**config.mk**
```make
export PLATFORM = sky130hd
export DESIGN_NAME = hs_lane_tx_sequencer
export DESIGN_NICKNAME = d
export VERILOG_FILES = /design/src/rtl/hs_lane_pkg.sv /design/src/rtl/hs_lane_seq.sv /design/src/rtl/hs_lane_out.sv /design/src/rtl/hs_lane_tx_sequencer.sv
export SDC_FILE = /design/constraint.sdc
export NUM_CORES = 1
export LEC_CHECK = 0
export BUFFER_PORTS_ARGS = -buffer_cell sky130_fd_sc_hd__buf_2
export CELL_PAD_IN_SITES_DETAIL_PLACEMENT = 0
export CELL_PAD_IN_SITES_GLOBAL_PLACEMENT = 2
export CORE_MARGIN = 4
export CORE_UTILIZATION = 33
export CTS_CLUSTER_SIZE = 24
export DETAILED_ROUTE_END_ITERATION = 6
export GPL_TIMING_DRIVEN = 0
export HOLD_SLACK_MARGIN = 0.08
export PLACE_DENSITY_LB_ADDON = 0.12
export RECOVER_POWER = 25
export SETUP_SLACK_MARGIN = 0.5
export SLEW_MARGIN = 20
export SYNTH_ARGS = -nofsm -noshare
export SYNTH_HDL_FRONTEND = slang
export SYNTH_HIERARCHICAL = 1
export SYNTH_SLANG_ARGS = --single-unit
```
**constraint.sdc**
```tcl
create_clock -name clk -period 3.02 [get_ports clk]
set_input_delay 0.151 -clock clk [delete_from_list [all_inputs] [get_ports clk]]
set_output_delay 0.151 -clock clk [all_outputs]
set_load 0.05 [all_outputs]
```
**src/rtl/hs_lane_pkg.sv**
```systemverilog
// Package: types shared by the lane sequencer and lane output stage.
// Assumes: one phase encoding is used by every lane.
package hs_lane_pkg;
    typedef enum logic [2:0] {
        PH_STOP   = 3'd0,
        PH_REQ    = 3'd1,
        PH_BRIDGE = 3'd2,
        PH_ZERO   = 3'd3,
        PH_DATA   = 3'd4,
        PH_TRAIL  = 3'd5,
        PH_EXIT   = 3'd6
    } phase_t;
endpackage

```
**src/rtl/hs_lane_seq.sv**
```systemverilog
// Module: per-lane phase sequencer. It walks stop, request, bridge, zero,
// payload, trailer and exit, timing each phase with a down counter.
// Assumes: a count of zero means one cycle, and force_stop and power_down
// override the request.
module hs_lane_seq
    import hs_lane_pkg::*;
#(
    parameter int CNT_W = 8
) (
    input  logic             clk,
    input  logic             rst_n,
    input  logic             hs_req,
    input  logic             force_stop,
    input  logic             power_down,
    input  logic [CNT_W-1:0] req_cnt,
    input  logic [CNT_W-1:0] bridge_cnt,
    input  logic [CNT_W-1:0] zero_cnt,
    input  logic [CNT_W-1:0] trail_cnt,
    input  logic [CNT_W-1:0] exit_cnt,
    output phase_t           phase,
    output logic             fsm_hs_en,
    output logic             fsm_lp_en,
    output logic             fsm_lp_p,
    output logic             fsm_lp_n
);
    logic [CNT_W-1:0] remain;
    logic             last;

    // Load value for a phase: its count minus one, with zero treated as one.
    function automatic logic [CNT_W-1:0] load_of(input logic [CNT_W-1:0] f);
        return (f == '0) ? '0 : f - 1'b1;
    endfunction

    assign last = (remain == '0);

    // Phase register and down counter.
    always_ff @(posedge clk) begin
        if (!rst_n) begin
            phase  <= PH_STOP;
            remain <= '0;
        end else if (power_down || force_stop) begin
            phase  <= PH_STOP;
            remain <= '0;
        end else begin
            case (phase)
                PH_STOP: if (hs_req) begin
                    phase  <= PH_REQ;
                    remain <= load_of(req_cnt);
                end
                PH_REQ: if (last) begin
                    phase  <= PH_BRIDGE;
                    remain <= load_of(bridge_cnt);
                end else remain <= remain - 1'b1;
                PH_BRIDGE: if (last) begin
                    phase  <= PH_ZERO;
                    remain <= load_of(zero_cnt);
                end else remain <= remain - 1'b1;
                PH_ZERO: if (last) begin
                    phase  <= PH_DATA;
                    remain <= '0;
                end else remain <= remain - 1'b1;
                PH_DATA: if (!hs_req) begin
                    phase  <= PH_TRAIL;
                    remain <= load_of(trail_cnt);
                end
                PH_TRAIL: if (last) begin
                    phase  <= PH_EXIT;
                    remain <= load_of(exit_cnt);
                end else remain <= remain - 1'b1;
                PH_EXIT: if (last) begin
                    phase  <= PH_STOP;
                    remain <= '0;
                end else remain <= remain - 1'b1;
                default: begin
                    phase  <= PH_STOP;
                    remain <= '0;
                end
            endcase
        end
    end

    // Line pattern decode for each phase.
    always_comb begin
        fsm_hs_en = phase inside {PH_ZERO, PH_DATA, PH_TRAIL};
        fsm_lp_en = phase inside {PH_STOP, PH_REQ, PH_BRIDGE, PH_EXIT};
        fsm_lp_p  = phase inside {PH_STOP, PH_EXIT};
        fsm_lp_n  = phase inside {PH_STOP, PH_REQ, PH_EXIT};
    end

    AST_BRIDGE_FROM_REQ: assert property (@(posedge clk) disable iff (!rst_n)
        (phase == PH_BRIDGE && $past(phase) != PH_BRIDGE) |-> $past(phase) == PH_REQ);
    AST_ZERO_FROM_BRIDGE: assert property (@(posedge clk) disable iff (!rst_n)
        (phase == PH_ZERO && $past(phase) != PH_ZERO) |-> $past(phase) == PH_BRIDGE);
    AST_DATA_FROM_ZERO: assert property (@(posedge clk) disable iff (!rst_n)
        (phase == PH_DATA && $past(phase) != PH_DATA) |-> $past(phase) == PH_ZERO);
    AST_EXIT_FROM_TRAIL: assert property (@(posedge clk) disable iff (!rst_n)
        (phase == PH_EXIT && $past(phase) != PH_EXIT) |-> $past(phase) == PH_TRAIL);
    AST_FORCE_HOLDS_STOP: assert property (@(posedge clk) disable iff (!rst_n)
        force_stop |=> phase == PH_STOP);
    AST_PD_HOLDS_STOP: assert property (@(posedge clk) disable iff (!rst_n)
        power_down |=> phase == PH_STOP);
endmodule

```
**src/rtl/hs_lane_out.sv**
```systemverilog
// Module: per-lane output stage. It applies the bit order, the trailer fill,
// the register overrides and the power-down gating, and builds the status nibble.
// Assumes: hs_byte bit 0 leaves the serializer first.
module hs_lane_out
    import hs_lane_pkg::*;
#(
    parameter int BYTE_W = 8
) (
    input  logic              clk,
    input  logic              rst_n,
    input  phase_t            phase,
    input  logic              fsm_hs_en,
    input  logic              fsm_lp_en,
    input  logic              fsm_lp_p,
    input  logic              fsm_lp_n,
    input  logic [BYTE_W-1:0] byte_in,
    input  logic              msb_first,
    input  logic              power_down,
    input  logic              hs_sel,
    input  logic              hs_val,
    input  logic              lp_sel,
    input  logic              lp_val,
    output logic              tx_hs_en,
    output logic              tx_lp_en,
    output logic              lp_p,
    output logic              lp_n,
    output logic [BYTE_W-1:0] hs_byte,
    output logic [3:0]        status
);
    logic [BYTE_W-1:0] reversed;
    logic [BYTE_W-1:0] ordered;
    logic              last_bit;

    // Bit reversal wiring for MSB-first order.
    for (genvar b = 0; b < BYTE_W; b++) begin : g_rev
        assign reversed[b] = byte_in[BYTE_W-1-b];
    end

    assign ordered = msb_first ? reversed : byte_in;

    // Remember the final serialized bit of each payload byte for the trailer.
    always_ff @(posedge clk) begin
        if (!rst_n)                 last_bit <= 1'b0;
        else if (phase == PH_DATA)  last_bit <= ordered[BYTE_W-1];
    end

    // Output selection, overrides and power-down gating.
    always_comb begin
        tx_hs_en = 1'b0;
        tx_lp_en = 1'b0;
        lp_p     = 1'b0;
        lp_n     = 1'b0;
        hs_byte  = '0;
        status   = 4'b0000;
        if (!power_down) begin
            tx_hs_en = hs_sel ? hs_val : fsm_hs_en;
            tx_lp_en = lp_sel ? lp_val : fsm_lp_en;
            lp_p     = fsm_lp_p;
            lp_n     = fsm_lp_n;
            if (phase == PH_DATA)       hs_byte = ordered;
            else if (phase == PH_TRAIL) hs_byte = {BYTE_W{~last_bit}};
            status   = {1'b0, fsm_lp_p & fsm_lp_n, 1'b0, fsm_hs_en};
        end
    end

    AST_TRAIL_UNIFORM: assert property (@(posedge clk) disable iff (!rst_n)
        (phase == PH_TRAIL && !power_down) |->
            ($countones(hs_byte) == 0 || $countones(hs_byte) == BYTE_W));
    AST_ENABLES_EXCLUSIVE: assert property (@(posedge clk) disable iff (!rst_n)
        (!hs_sel && !lp_sel) |-> !(tx_hs_en && tx_lp_en));
    AST_PD_SILENT: assert property (@(posedge clk) disable iff (!rst_n)
        power_down |-> (status == 4'b0000 && hs_byte == '0));
endmodule

```
**src/rtl/hs_lane_tx_sequencer.sv**
```systemverilog
// Module: top level. It instantiates one sequencer and one output stage per
// data lane and splits the shared timing word into its phase counts.
// Assumes: all lanes share the request, the timing, the bit order and force-stop.
module hs_lane_tx_sequencer
    import hs_lane_pkg::*;
#(
    parameter int NUM_LANES = 4,
    parameter int BYTE_W    = 8,
    parameter int CNT_W     = 8
) (
    input  logic                        clk,
    input  logic                        rst_n,
    input  logic                        hs_req,
    input  logic [NUM_LANES*BYTE_W-1:0] byte_in,
    input  logic [CNT_W-1:0]            req_cnt,
    input  logic [4*CNT_W-1:0]          hs_timing,
    input  logic                        msb_first,
    input  logic                        force_stop,
    input  logic [NUM_LANES-1:0]        lane_pd,
    input  logic [NUM_LANES-1:0]        ovr_hs_sel,
    input  logic [NUM_LANES-1:0]        ovr_hs_val,
    input  logic [NUM_LANES-1:0]        ovr_lp_sel,
    input  logic [NUM_LANES-1:0]        ovr_lp_val,
    output logic [NUM_LANES-1:0]        tx_hs_en,
    output logic [NUM_LANES-1:0]        tx_lp_en,
    output logic [NUM_LANES-1:0]        lp_p,
    output logic [NUM_LANES-1:0]        lp_n,
    output logic [NUM_LANES*BYTE_W-1:0] hs_byte,
    output logic [NUM_LANES*4-1:0]      lane_status
);
    localparam int BRIDGE_LSB = 3 * CNT_W;
    localparam int ZERO_LSB   = 2 * CNT_W;
    localparam int TRAIL_LSB  = CNT_W;
    localparam int EXIT_LSB   = 0;

    logic [CNT_W-1:0] bridge_cnt, zero_cnt, trail_cnt, exit_cnt;

    assign bridge_cnt = hs_timing[BRIDGE_LSB +: CNT_W];
    assign zero_cnt   = hs_timing[ZERO_LSB   +: CNT_W];
    assign trail_cnt  = hs_timing[TRAIL_LSB  +: CNT_W];
    assign exit_cnt   = hs_timing[EXIT_LSB   +: CNT_W];

    for (genvar i = 0; i < NUM_LANES; i++) begin : g_lane
        phase_t phase;
        logic   f_hs, f_lp, f_p, f_n;

        hs_lane_seq #(.CNT_W(CNT_W)) i_seq (
            .clk        (clk),
            .rst_n      (rst_n),
            .hs_req     (hs_req),
            .force_stop (force_stop),
            .power_down (lane_pd[i]),
            .req_cnt    (req_cnt),
            .bridge_cnt (bridge_cnt),
            .zero_cnt   (zero_cnt),
            .trail_cnt  (trail_cnt),
            .exit_cnt   (exit_cnt),
            .phase      (phase),
            .fsm_hs_en  (f_hs),
            .fsm_lp_en  (f_lp),
            .fsm_lp_p   (f_p),
            .fsm_lp_n   (f_n)
        );

        hs_lane_out #(.BYTE_W(BYTE_W)) i_out (
            .clk        (clk),
            .rst_n      (rst_n),
            .phase      (phase),
            .fsm_hs_en  (f_hs),
            .fsm_lp_en  (f_lp),
            .fsm_lp_p   (f_p),
            .fsm_lp_n   (f_n),
            .byte_in    (byte_in[i*BYTE_W +: BYTE_W]),
            .msb_first  (msb_first),
            .power_down (lane_pd[i]),
            .hs_sel     (ovr_hs_sel[i]),
            .hs_val     (ovr_hs_val[i]),
            .lp_sel     (ovr_lp_sel[i]),
            .lp_val     (ovr_lp_val[i]),
            .tx_hs_en   (tx_hs_en[i]),
            .tx_lp_en   (tx_lp_en[i]),
            .lp_p       (lp_p[i]),
            .lp_n       (lp_n[i]),
            .hs_byte    (hs_byte[i*BYTE_W +: BYTE_W]),
            .status     (lane_status[i*4 +: 4])
        );
    end
endmodule

```
==> results by group <==
Timing
  • Post-Route Setup TNS: 0 ps
  • Slew Viols, Final: 0
  • Final Hold Viols: 0
  • # setup viols final: 0
  • WHS: 251 ps
  • Least-Margin Pin Slew: 1390 ps
  • Headroom to the max-slew limit: 7.29%
  • Unrepaired setup endpoints after global routing: no
  • Tcrit/Tclk final: 83.7%
  • Fmax: 395 MHz
  • Layout Skew: 7.99 ps
  • Fin crit period: 2530 ps
  • Setup WS post-layout: 491 ps

Setup path
  • Critical Path AT: 2700 ps
  • Worst Setup Path Type: reg2reg
  • Crit. End Element: flop
  • CP max stage cell: clkbuf_1
  • Startpoint Class: flop
  • Crit-path cells: inv_1 > ha_2 > or3b_1 > buf_6 > nor3_4 > buf_4 > clkbuf_1 > nand3_1 > a32oi_1 > o311ai_1
  • Worst path bufs/invs: 4
  • Family with the most delay on the worst path: buffers and inverters
  • Crit path largest cell delay: 390 ps
  • Maximum fanout along the worst path: 10
  • Worst Path Required: 3200 ps

Drt
  • Total number of vias: 10,100
  • Number of iterations in the first detailed-routing pass: 5
  • Drt first-iter violations: 690
  • Post-DRT Antenna Nets: 0
  • Vias per cell: 5.72
  • # DRC: 0
  • Routed WL per cell: 19.9 µm
  • WL final: 35,100 µm

CTS
  • CTS Sinks: 48
  • Htree depth: 2
  • CTS buffer count: 5
  • Reg clk slew, reported paths: 80 ps
  • Count of hold-fix buffers inserted at cts: 0
  • CTS tree: yes
  • Clk root buf: clkbuf_16
  • Skew-Pair Late Insertion Delay: 310 ps
  • Max clock buf depth: 2

Finish
  • Share of layout cells above drive strength 1: 20.0%
  • Post-route cell area: 10,700 µm²
  • Commonest non-fill, non-tap cell in the layout: buf_2
  • Area growth, synth to finish: 17.6%
  • # nets final: 1,537
  • Most frequent cells in the layout: buf_2 (138), nor2_1 (88), nand2_1 (69), inv_1 (69), o21ai_0 (68)
  • Fill count: 2,869

GRT
  • Global Route Usage Sum: 22.2%
  • Vias in the first global route: 9,531
  • Largest net degree at the start of global routing: 25
  • Global-route wire length before repair: 54,700 µm
  • GRT Residual Overflow: 0
  • Antenna violations before repair: 0

Synthesis
  • Async set-reset flop share out of synthesis: 0%
  • Top_reg_cell synth: dfxtp_1
  • Post-synthesis sequential area ratio: 10.5%
  • Mean Syn Cell Area: 7.47 µm²
  • Distinct cells, synth: 91
  • Syn. warnings: 6
  • Syn Inst Count: 1,223
  • Post-synth EDFFs: 0
  • Register bit total from synthesis: 48
  • Post-Syn Area: 9130 µm²

Placed design
  • Dpl hpwl: 26,400 µm
  • Dpl ws: 299 ps
  • GP Congestion: 0.826
  • DP Area: 10,400 µm²
  • Buffers on Ports: 151

Floorplanning
  • Row Count: 60
  • Die Y: 174 µm
  • Initial core utilization: 33.7%
  • IO Count: 161
  • DIE AREA: 30,400 µm²
  • Die W: 174 µm
  • Core Footprint: 27,100 µm²

Power
  • Pleak: 4.01 nW
  • PD cells: 238 nW/µm²
  • Max IR drop VDD: 295 µV

Worst hold path
  • Hold Crit Class: in2reg

Flow run
  • Max cap viols: 0

Status
  • Status: completed
## repair_timing
item / CTS / global route
resized for setup: 7 / 33
setup endpoints to repair: 13 / 39
pin swaps: 3 / 5
setup buffers: 4 / 6
## cells in the mapped netlist, drive strengths merged (8+ instances only)
cell type  count  area, µm²
dfxtp         48        961
nand3         22        110
o221ai        11        115
nor2          88        330
nor4b          8       70.1
buf           27        210
a21oi         61        305
a31oi          9       56.3
o21ai         82        418
nand2b        16        100
nor4          24        193
a2111oi       33        369
o21a           8       60.1
a221oi        10       87.6
xnor2         52        455
inv           71        267
o211ai        14        105
nor3b         36        290
nand2         69        259
o31ai         14        105
mux2i         55        551
a22oi         13       97.6
ha            45        563
o22ai         18        113
or4           35        280
a21boi        12       90.1
or3           28        190
xor2          21        184
and2          19        119
nor2b         31        194
o21bai        12       90.1
o311ai        10       87.6
nor3          46        240
clkbuf        32        120
or3b          15        131
## tightest hold or removal path, stage by stage
cell	delay (ps)
buf_2	80
mux2i_1	100
a22oi_1	180
## routing by layer
metal  GRT usage, %  share of wire [%]  up-vias
met5              0                  0        -
met1           30.5                 47     4753
met4           6.50                2.5        0
met3           2.96                5.2       46
li1               -                  -     5055
met2           36.4                 46      273
## final timing paths
kind | startpoint | endpoint | slack (ps) | cells past startpoint
worst max-delay path | g_lane[0].i_seq/remain[0] | g_lane[0].i_seq/remain[5] | 490 | 10
worst min-delay path | byte_in[24] | g_lane[3].i_out/last_bit | 250 | 3
worst max register to register | g_lane[0].i_seq/remain[0] | g_lane[0].i_seq/remain[5] | 490 | 10
worst min register to register | g_lane[3].i_out/last_bit | g_lane[3].i_out/last_bit | 460 | 2
## metrics by stage
step	utilization, %	power, mW	instances
4_1_cts	39.4	2.55	1762
2_1_floorplan	-	1.36	1227
6_report	39.6	2.55	1769
3_3_place_gp	38.5	1.79	1750
5_1_grt	39.6	2.69	1768
3_5_place_dp	38.5	1.78	1750
## layout make-up
cell class	count	area, µm²	area share (%)
Buffer	59	342	3.18
Antenna cell	1	2.50	0.0233
Sequential cell	48	963	8.97
Inverter	71	267	2.48
Clock inverter	1	30.0	0.280
Multi-Input combinational cell	1049	7710	71.8
Timing Repair Buffer	161	805	7.49
Clock buffer	7	153	1.42
Tap cell	372	465	4.33
## kinds of logic after synthesis
| family | share of synthesized area, % |
|---|---|
| buffers and inverters | 6.53 |
| xor gates and xnor gates | 7.00 |
| and+or+nand+nor | 31.3 |
| other | 0.164 |
| muxes | 6.77 |
| adders and majority gates | 6.27 |
| AOI/OAI and AO/OA | 31.5 |
| DFF | 10.5 |
## report_power, final
group / internal (mW) / switching (mW)
Sequential: 0.645 / 0.0195
Combinational: 0.419 / 0.730
Clock: 0.438 / 0.299
Total: 1.50 / 1.05
## flip-flops by register name (all words and copies together), names as in the netlist
register and cells:
g_lane.i_seq/remain 32, g_lane.i_out/last_bit 4, g_lane.i_seq/phase 12
Power figures use the tool's default switching activity.
